[src/rtl/ils_pkg.sv]
package ils_pkg;
  typedef enum logic [1:0] {
    MC_IDLE  = 2'b00,
    MC_FETCH = 2'b01,
    MC_READ  = 2'b10
  } mcycle_e;

  localparam int unsigned TS_W = 3;
  localparam logic [TS_W-1:0] T_ONE      = 3'd1;
  localparam logic [TS_W-1:0] T_STROBE   = 3'd2;
  localparam logic [TS_W-1:0] T_SAMPLE   = 3'd3;
  localparam logic [TS_W-1:0] FETCH_LAST = 3'd4;
  localparam logic [TS_W-1:0] READ_LAST  = 3'd3;

  localparam int unsigned SEL_W    = 3;
  localparam int unsigned NUM_SEL  = 1 << SEL_W;
  localparam logic [SEL_W-1:0] SEL_HOLE = 3'b110;
  localparam int unsigned NUM_PAIRS = 3;

  localparam logic [1:0] OP_HI_FIX = 2'b00;
  localparam logic [2:0] OP_LO_FIX = 3'b110;
endpackage

[src/rtl/ils_decode.sv]
module ils_decode
  import ils_pkg::*;
#(
  parameter int unsigned DATA_W = 8
) (
  input  logic [DATA_W-1:0] opcode_i,
  output logic              legal_o,
  output logic [SEL_W-1:0]  dst_o
);
  assign dst_o   = opcode_i[5:3];
  assign legal_o = (opcode_i[7:6] == OP_HI_FIX) &&
                   (opcode_i[2:0] == OP_LO_FIX) &&
                   (opcode_i[5:3] != SEL_HOLE);
endmodule

[src/rtl/ils_seq.sv]
module ils_seq
  import ils_pkg::*;
(
  input  logic            clk_i,
  input  logic            rst_ni,
  input  logic            legal_i,
  output mcycle_e         mcycle_o,
  output logic [TS_W-1:0] tstate_o,
  output logic            rd_o,
  output logic            op_take_o,
  output logic            data_take_o,
  output logic            done_o,
  output logic            illegal_o
);
  mcycle_e         mc_q;
  logic [TS_W-1:0] t_q;

  always_ff @(posedge clk_i or negedge rst_ni) begin
    if (!rst_ni) begin
      mc_q <= MC_IDLE;
      t_q  <= '0;
    end else begin
      unique case (mc_q)
        MC_IDLE: begin
          mc_q <= MC_FETCH;
          t_q  <= T_ONE;
        end
        MC_FETCH: begin
          if (t_q == FETCH_LAST) begin
            mc_q <= legal_i ? MC_READ : MC_FETCH;
            t_q  <= T_ONE;
          end else begin
            t_q <= t_q + 1'b1;
          end
        end
        MC_READ: begin
          if (t_q == READ_LAST) begin
            mc_q <= MC_FETCH;
            t_q  <= T_ONE;
          end else begin
            t_q <= t_q + 1'b1;
          end
        end
        default: begin
          mc_q <= MC_IDLE;
          t_q  <= '0;
        end
      endcase
    end
  end

  logic busy;
  assign busy        = (mc_q != MC_IDLE);
  assign mcycle_o    = mc_q;
  assign tstate_o    = t_q;
  assign rd_o        = busy && (t_q >= T_STROBE) && (t_q <= T_SAMPLE);
  assign op_take_o   = (mc_q == MC_FETCH) && (t_q == T_SAMPLE);
  assign data_take_o = (mc_q == MC_READ) && (t_q == READ_LAST);
  assign done_o      = data_take_o;
  assign illegal_o   = (mc_q == MC_FETCH) && (t_q == FETCH_LAST) && !legal_i;
endmodule

[src/rtl/ils_regfile.sv]
module ils_regfile
  import ils_pkg::*;
#(
  parameter int unsigned DATA_W = 8
) (
  input  logic              clk_i,
  input  logic              rst_ni,
  input  logic              we_i,
  input  logic [SEL_W-1:0]  wsel_i,
  input  logic [DATA_W-1:0] wdata_i,
  input  logic [SEL_W-1:0]  rd_sel_i,
  output logic [DATA_W-1:0] rd_data_o,
  input  logic [1:0]        pair_sel_i,
  output logic [2*DATA_W-1:0] pair_data_o
);
  logic [NUM_SEL-1:0][DATA_W-1:0] regs_w;

  for (genvar g = 0; g < NUM_SEL; g++) begin : g_reg
    if (g == int'(SEL_HOLE)) begin : g_hole
      assign regs_w[g] = '0;
    end else begin : g_live
      logic [DATA_W-1:0] r_q;
      always_ff @(posedge clk_i or negedge rst_ni) begin
        if (!rst_ni)                                r_q <= '0;
        else if (we_i && wsel_i == SEL_W'(g))       r_q <= wdata_i;
      end
      assign regs_w[g] = r_q;
    end
  end

  assign rd_data_o = regs_w[rd_sel_i];

  // pair p = {code 2p, code 2p+1}
  always_comb begin
    pair_data_o = '0;
    for (int p = 0; p < NUM_PAIRS; p++) begin
      if (pair_sel_i == 2'(p)) pair_data_o = {regs_w[2*p], regs_w[2*p+1]};
    end
  end
endmodule

[src/rtl/imm_load_seq.sv]
module imm_load_seq
  import ils_pkg::*;
#(
  parameter int unsigned DATA_W = 8,
  parameter int unsigned ADDR_W = 16
) (
  input  logic                clk_i,
  input  logic                rst_ni,
  output logic [ADDR_W-1:0]   mem_addr_o,
  output logic                mem_rd_o,
  input  logic [DATA_W-1:0]   mem_data_i,
  output logic [1:0]          mcycle_o,
  output logic [TS_W-1:0]     tstate_o,
  output logic [ADDR_W-1:0]   pc_o,
  output logic                done_o,
  output logic                illegal_o,
  input  logic [SEL_W-1:0]    rd_sel_i,
  output logic [DATA_W-1:0]   rd_data_o,
  input  logic [1:0]          pair_sel_i,
  output logic [2*DATA_W-1:0] pair_data_o
);
  logic [ADDR_W-1:0] pc_q;
  logic [DATA_W-1:0] ir_q;
  logic              legal, op_take, data_take;
  logic [SEL_W-1:0]  dst;
  mcycle_e           mc;

  ils_decode #(.DATA_W(DATA_W)) u_decode (
    .opcode_i (ir_q),
    .legal_o  (legal),
    .dst_o    (dst)
  );

  ils_seq u_seq (
    .clk_i       (clk_i),
    .rst_ni      (rst_ni),
    .legal_i     (legal),
    .mcycle_o    (mc),
    .tstate_o    (tstate_o),
    .rd_o        (mem_rd_o),
    .op_take_o   (op_take),
    .data_take_o (data_take),
    .done_o      (done_o),
    .illegal_o   (illegal_o)
  );

  always_ff @(posedge clk_i or negedge rst_ni) begin
    if (!rst_ni) begin
      pc_q <= '0;
      ir_q <= '0;
    end else begin
      if (op_take)              ir_q <= mem_data_i;
      if (op_take || data_take) pc_q <= pc_q + 1'b1;
    end
  end

  ils_regfile #(.DATA_W(DATA_W)) u_regs (
    .clk_i       (clk_i),
    .rst_ni      (rst_ni),
    .we_i        (data_take),
    .wsel_i      (dst),
    .wdata_i     (mem_data_i),
    .rd_sel_i    (rd_sel_i),
    .rd_data_o   (rd_data_o),
    .pair_sel_i  (pair_sel_i),
    .pair_data_o (pair_data_o)
  );

  assign mem_addr_o = pc_q;
  assign pc_o       = pc_q;
  assign mcycle_o   = mc;
endmodule

[config.mk]
export PLATFORM = sky130hd
export DESIGN_NAME = imm_load_seq
export DESIGN_NICKNAME = d
export VERILOG_FILES = /design/src/rtl/ils_pkg.sv /design/src/rtl/ils_decode.sv /design/src/rtl/ils_seq.sv /design/src/rtl/ils_regfile.sv /design/src/rtl/imm_load_seq.sv
export SDC_FILE = /design/constraint.sdc
export NUM_CORES = 1
export LEC_CHECK = 0
export CAP_MARGIN = 20
export CORE_MARGIN = 5
export CORE_UTILIZATION = 50
export DETAILED_ROUTE_END_ITERATION = 7
export GPL_TIMING_DRIVEN = 0
export PLACE_DENSITY_LB_ADDON = 0.3
export SYNTH_ARGS = -nofsm -noshare
export SYNTH_HDL_FRONTEND = slang
export SYNTH_SLANG_ARGS = --single-unit
[constraint.sdc]
create_clock -name clk_i -period 5.8 [get_ports clk_i]
set_clock_uncertainty 0.15 [all_clocks]
set_input_delay 1.16 -clock clk_i [delete_from_list [all_inputs] [get_ports clk_i]]
set_output_delay 1.16 -clock clk_i [all_outputs]
set_load 0.005 [all_outputs]
; ---- Word-level counts from Yosys, hierarchy flattened
; Index checks and enable logic that the tools add are counted.
[totals]
regBits = 85
in_bits = 15
word_cells = 67
[op_classes]
n_addsub = 2
order_cmp = 3
eq_ne = 16
mux = 12
n_reduce_logical = 23
[op_table]
columns = operator, n
row1 = $mux 16, 3
row2 = $bmux 8 s3, 1
row3 = $add 16x1->16 const B, 1
row4 = $eq 3x3->1 const B, 5
row5 = $logic_and 1x1->1, 15
row6 = $eq 3x2->1 const B, 3
row7 = $pmux 3 s3, 1
row8 = $mux 8, 1
row9 = $logic_not 2->1, 3
row10 = $mux 2, 3
row11 = $mux 3, 2
row12 = $pmux 2 s3, 1
row13 = $eq 2x1->1 const B, 2
row14 = $eq 2x2->1 const B, 2
row15 = $lt 3x4->1 const B, 1
row16 = $add 3x1->3 const B, 1
row17 = $eq 3x1->1 const B, 1
row18 = $ge 3x2->1 const B, 1
row19 = $le 3x2->1 const B, 1
row20 = $logic_not 3->1, 1
row21 = $ne 3x3->1 const B, 1
row22 = $ne 2x1->1 const B, 1
row23 = $ne 2x2->1 const B, 1
row24 = $reduce_and 2->1, 1
row25 = 3 further kinds, 3

; ---- Logic depth before layout (Yosys ltp)
[logic_depth]
word_depth = 6
ltp_mapped = 7
ltp_nobuf = 5

; ---- Cells and area by module
; Synthesis repeated with hierarchy kept, for this count alone.
[unflattened]
cells_unflattened = 369
hier_area_um2 = 4488.1
[modules_own_cells]
columns = mod, n_inst, cells_each, area_per_inst_um2, seq_area_each_um2
row1 = ils_regfile, 1, 234, 2955.3, 1401.3
row2 = imm_load_seq, 1, 91, 1123.6, 600.6
row3 = ils_seq, 1, 38, 345.3, 125.1
row4 = ils_decode, 1, 6, 63.8, 0.0

; ---- Worst setup path after synthesis
; OpenSTA, ideal clock, no wires.
[synth_path]
path_kind = input-to-output
startpoint = input rd_sel_i[1]
endpoint = output rd_data_o[6]
t_arrival_ps = 2446
setup_slack_ps = 2044
cell_stages = 5
path_buffers = 2
path_cell_list = buf_2 -> buf_1 -> mux4_2 -> nand2_1 -> o21ai_0
[synth_between]
elab_chain_cells = 2
[synth_rtl]
columns = item, line_no
row1 = from (decl), imm_load_seq.sv:17  ; input logic [SEL_W-1:0] rd_sel_i,
row2 = $bmux 8 s3, ils_regfile.sv:31  ; assign rd_data_o = regs_w[rd_sel_i];
row3 = $mux 8 (implied by the code), ils_regfile.sv:31
row4 = to (decl), imm_load_seq.sv:18  ; output logic [DATA_W-1:0] rd_data_o,
; No other way between the ends. The select of a mux whose other input is x is not followed.

; ---- Final worst setup path
[layout_path]
startpoint = input pair_sel_i[1]
endpoint = output pair_data_o[7]
[layout_between]
elab_chain_cells = 4
word_cells_on_any_way = 6
cone_classes = 2 x eq/ne / 3 x mux / 1 x reduce/logical
[layout_rtl]
columns = item, line_no
row1 = from (decl), imm_load_seq.sv:19  ; input logic [1:0] pair_sel_i,
row2 = $logic_not 2->1, ils_regfile.sv:37  ; if (pair_sel_i == 2'(p)) pair_data_o = {regs_w[2*p], regs_w[2*p+1]};
row3 = $mux 16 (2 in a row), ils_regfile.sv:37
row4 = $mux 16 *, ils_regfile.sv:37
row5 = to (decl), imm_load_seq.sv:20  ; output logic [2*DATA_W-1:0] pair_data_o
; Mark *: on every way between the ends. The rest lies on a longest branch, timed or not.

==> flow_summary.ini <==
[floorplanning]
die_h_um = 103
ios = 79
initial_core_util_pct = 50.5
die_width_um = 103
die_area_um2 = 10600
coreArea_um2 = 8590
rows = 34

[critical_path]
cp_max_fo = 10
slowest_stage = clkdlybuf4s50_1
reg2reg_depth = 7
worstSetupPathType = in -> out
critPathLaunchType = input port
arrival_ns = 3.66
path_cells = clkdlybuf4s50_1 > nor2b_1 > clkbuf_1 > clkbuf_1 > nand2_1 > o21ai_0 > clkdlybuf4s50_1
max_stage_delay_ns = 0.68
critPathCaptureType = output pin
cp.required_ns = 4.49

[finish]
antenna_cells = 0
design_area_um2 = 5480
utilization_pct = 63.7
fin_nets = 464
final_cell_mix = dfrtp_1, clkdlybuf4s50_1, mux2_2
area_growth_pct = 26.1
final_common_cell = dfrtp_1
drive_gt1_share_pct = 26.9

[sta]
finalHoldViolations = 0
slew_headroom_pct = 36.8
fin_ws_ns = 0.831
min_period_ns = 4.97
min_period_over_period_pct = 85.7
rsz0062_at_grt = false
fin_setup_tns_ns = 0
tightest_slew_ns = 0.946
hold_ws_ns = 0.352
maxSlewViolCount = 0
setup_viol = 0
max_freq_mhz = 201

[pwr]
switching_share_pct = 28.0
netSwitchingPower_mw = 0.447
p_int_mw = 1.15
p_leak_nw = 2.41
power_density_nw_per_um2 = 291
p_clk_share_pct = 29.4
ir_worst_vdd_mv = 0.264
combPwrFrac_pct = 25.7
seqPwrFrac_pct = 44.9

[clocking]
clk_pin_slew_ns = 0.09
worst_skew_pair.late_latency_ns = 0.36
clk_root_buffer_cell = clkbuf_8
cts_tree = done
htreeDepth = 3
post_cts_buffers = 0
cts_made_buffers = 9
cts.path.max_buffers = 2
cts.sinks = 85
hold_buffers = 0
cts_resized = 0

[synthesis]
ys_warn_count = 0
ys_seq_area_share_pct = 49.0
synth_cells = 357
postSynth.asyncResetShare_pct = 100
syn_area_um2 = 4340
syn_nets = 377
ys_ff_latch = 85
synth-edff-count = 0
ys.flop_type = dfrtp_1
syn_area_per_cell_um2 = 12.2
yosysUniqueCellTypes = 39

[global_routing]
grt_pass1_vias = 3224
grt_pass1_wl_um = 16600
track_usage_pct = 20.7
grt_remaining_overflow = 0
antenna_found_initial = 0
grt_max_degree = 74

[placed_design]
dp_worst_setup_slack_ns = 0.902
hpwl_um = 6840
port_buffers = 75
postPlaceCellArea_um2 = 5250
gp_congestion = 0.806

[route]
vias = 3095
routed_via_density = 5.56
drc = 0
drtPass1Iterations = 5
ant_nets = 0
wl_um = 10200
drt_iter0_markers = 113
routedWlPerCell_um = 18.4

[worst_hold_path]
whs_path_depth = 1
hold_class = reg -> reg

[run_status]
status = finished, final reports clean

[flow_run]
drv_cap = 0
-- path summary, 6_finish.rpt --
check	slack, ns	startpoint	to
min reg2reg	0.35	ir_q[2]	ir_q[2]
min	0.35	ir_q[2]	ir_q[2]
max	0.83	pair_sel_i[1]	pair_data_o[7]
max in group asynchronous	4.40	rst_ni	ir_q[3]
max reg2reg	3.15	u_seq.tstate_o[0]	u_regs.g_reg[2].g_live.r_q[5]
min in group asynchronous	0.48	rst_ni	u_regs.g_reg[0].g_live.r_q[5]
-- layer usage --
layer | track usage [%] | vias up | part of all wire [%]
li1 | - | 1430 | -
met1 | 27.5 | 1535 | 43
met2 | 33.7 | 113 | 49
met3 | 4.76 | 17 | 6.3
met4 | 6.67 | 0 | 1.7
met5 | 0 | - | 0
-- logic make-up after synthesis --
group	Yosys count	share of synthesized area, %
adder cells (fa/ha/maj)	5	1.44
multiplexers	97	26.8
flip-flops	85	49.0
buffers and inverters	38	5.02
AO/OA/AOI/OAI	38	5.07
XOR/XNOR	16	3.23
AND/OR/NAND/NOR	78	9.46
-- stage by stage --
step | instances | power, mW
after detailed placement | 541 | 1.14
after CTS | 557 | 1.61
after global routing | 557 | 1.69
after floorplan | 357 | 0.952
final | 557 | 1.59
after global placement | 540 | 1.13
-- power groups by stage --
stage | Clock (mW) | Sequential, mW | Combinational (mW)
final | 0.468 | 0.715 | 0.410
after global routing | 0.502 | 0.729 | 0.456
after CTS | 0.477 | 0.716 | 0.418
after detailed placement | 0 | 0.726 | 0.415
after global placement | 0 | 0.724 | 0.402
after floorplan | 0 | 0.717 | 0.235
-- cell usage after synthesis, drive strengths merged, types with 2 or more instances --
cell type	instances	area, um^2
mux4	8	180
nor3b	3	45.1
nor2	10	40.0
clkbuf	9	33.8
inv	6	22.5
nor3	5	36.3
ha	5	62.6
mux2	73	822
nand3	7	35.0
buf	23	161
xnor2	13	114
dfrtp	85	2130
nand4	4	25.0
nand2b	2	12.5
and2	2	12.5
nand2	34	128
nand3b	2	15.0
mux2i	16	160
o21ai	25	125
xor2	3	26.3
a22oi	7	52.6
and3	5	31.3
-- worst max-delay path: cells and delay by family --
kind | cells | cell delay (ns)
AO/OA/AOI/OAI | 1 | 0.13
AND/OR/NAND/NOR | 2 | 0.29
buffers and inverters | 4 | 2.08
-- area by class of cell --
class,instances,area [um^2]
fillers,685,3120
clock buffers,10,138
clock inverters,6,86.3
plain buffers,32,195
inverters,6,22.5
well taps,108,135
multi-input cells,234,2000
repair buffers,76,776
flip-flops and latches,85,2130
-- flip-flops by register name, summed over array words and instances, names as in the netlist --
register	flops
u_seq.mcycle_o	2
ir_q	8
mem_addr_o	16
u_seq.tstate_o	3
u_regs.g.g_live.r_q	56
No activity file was read; power rests on OpenSTA's default activity.
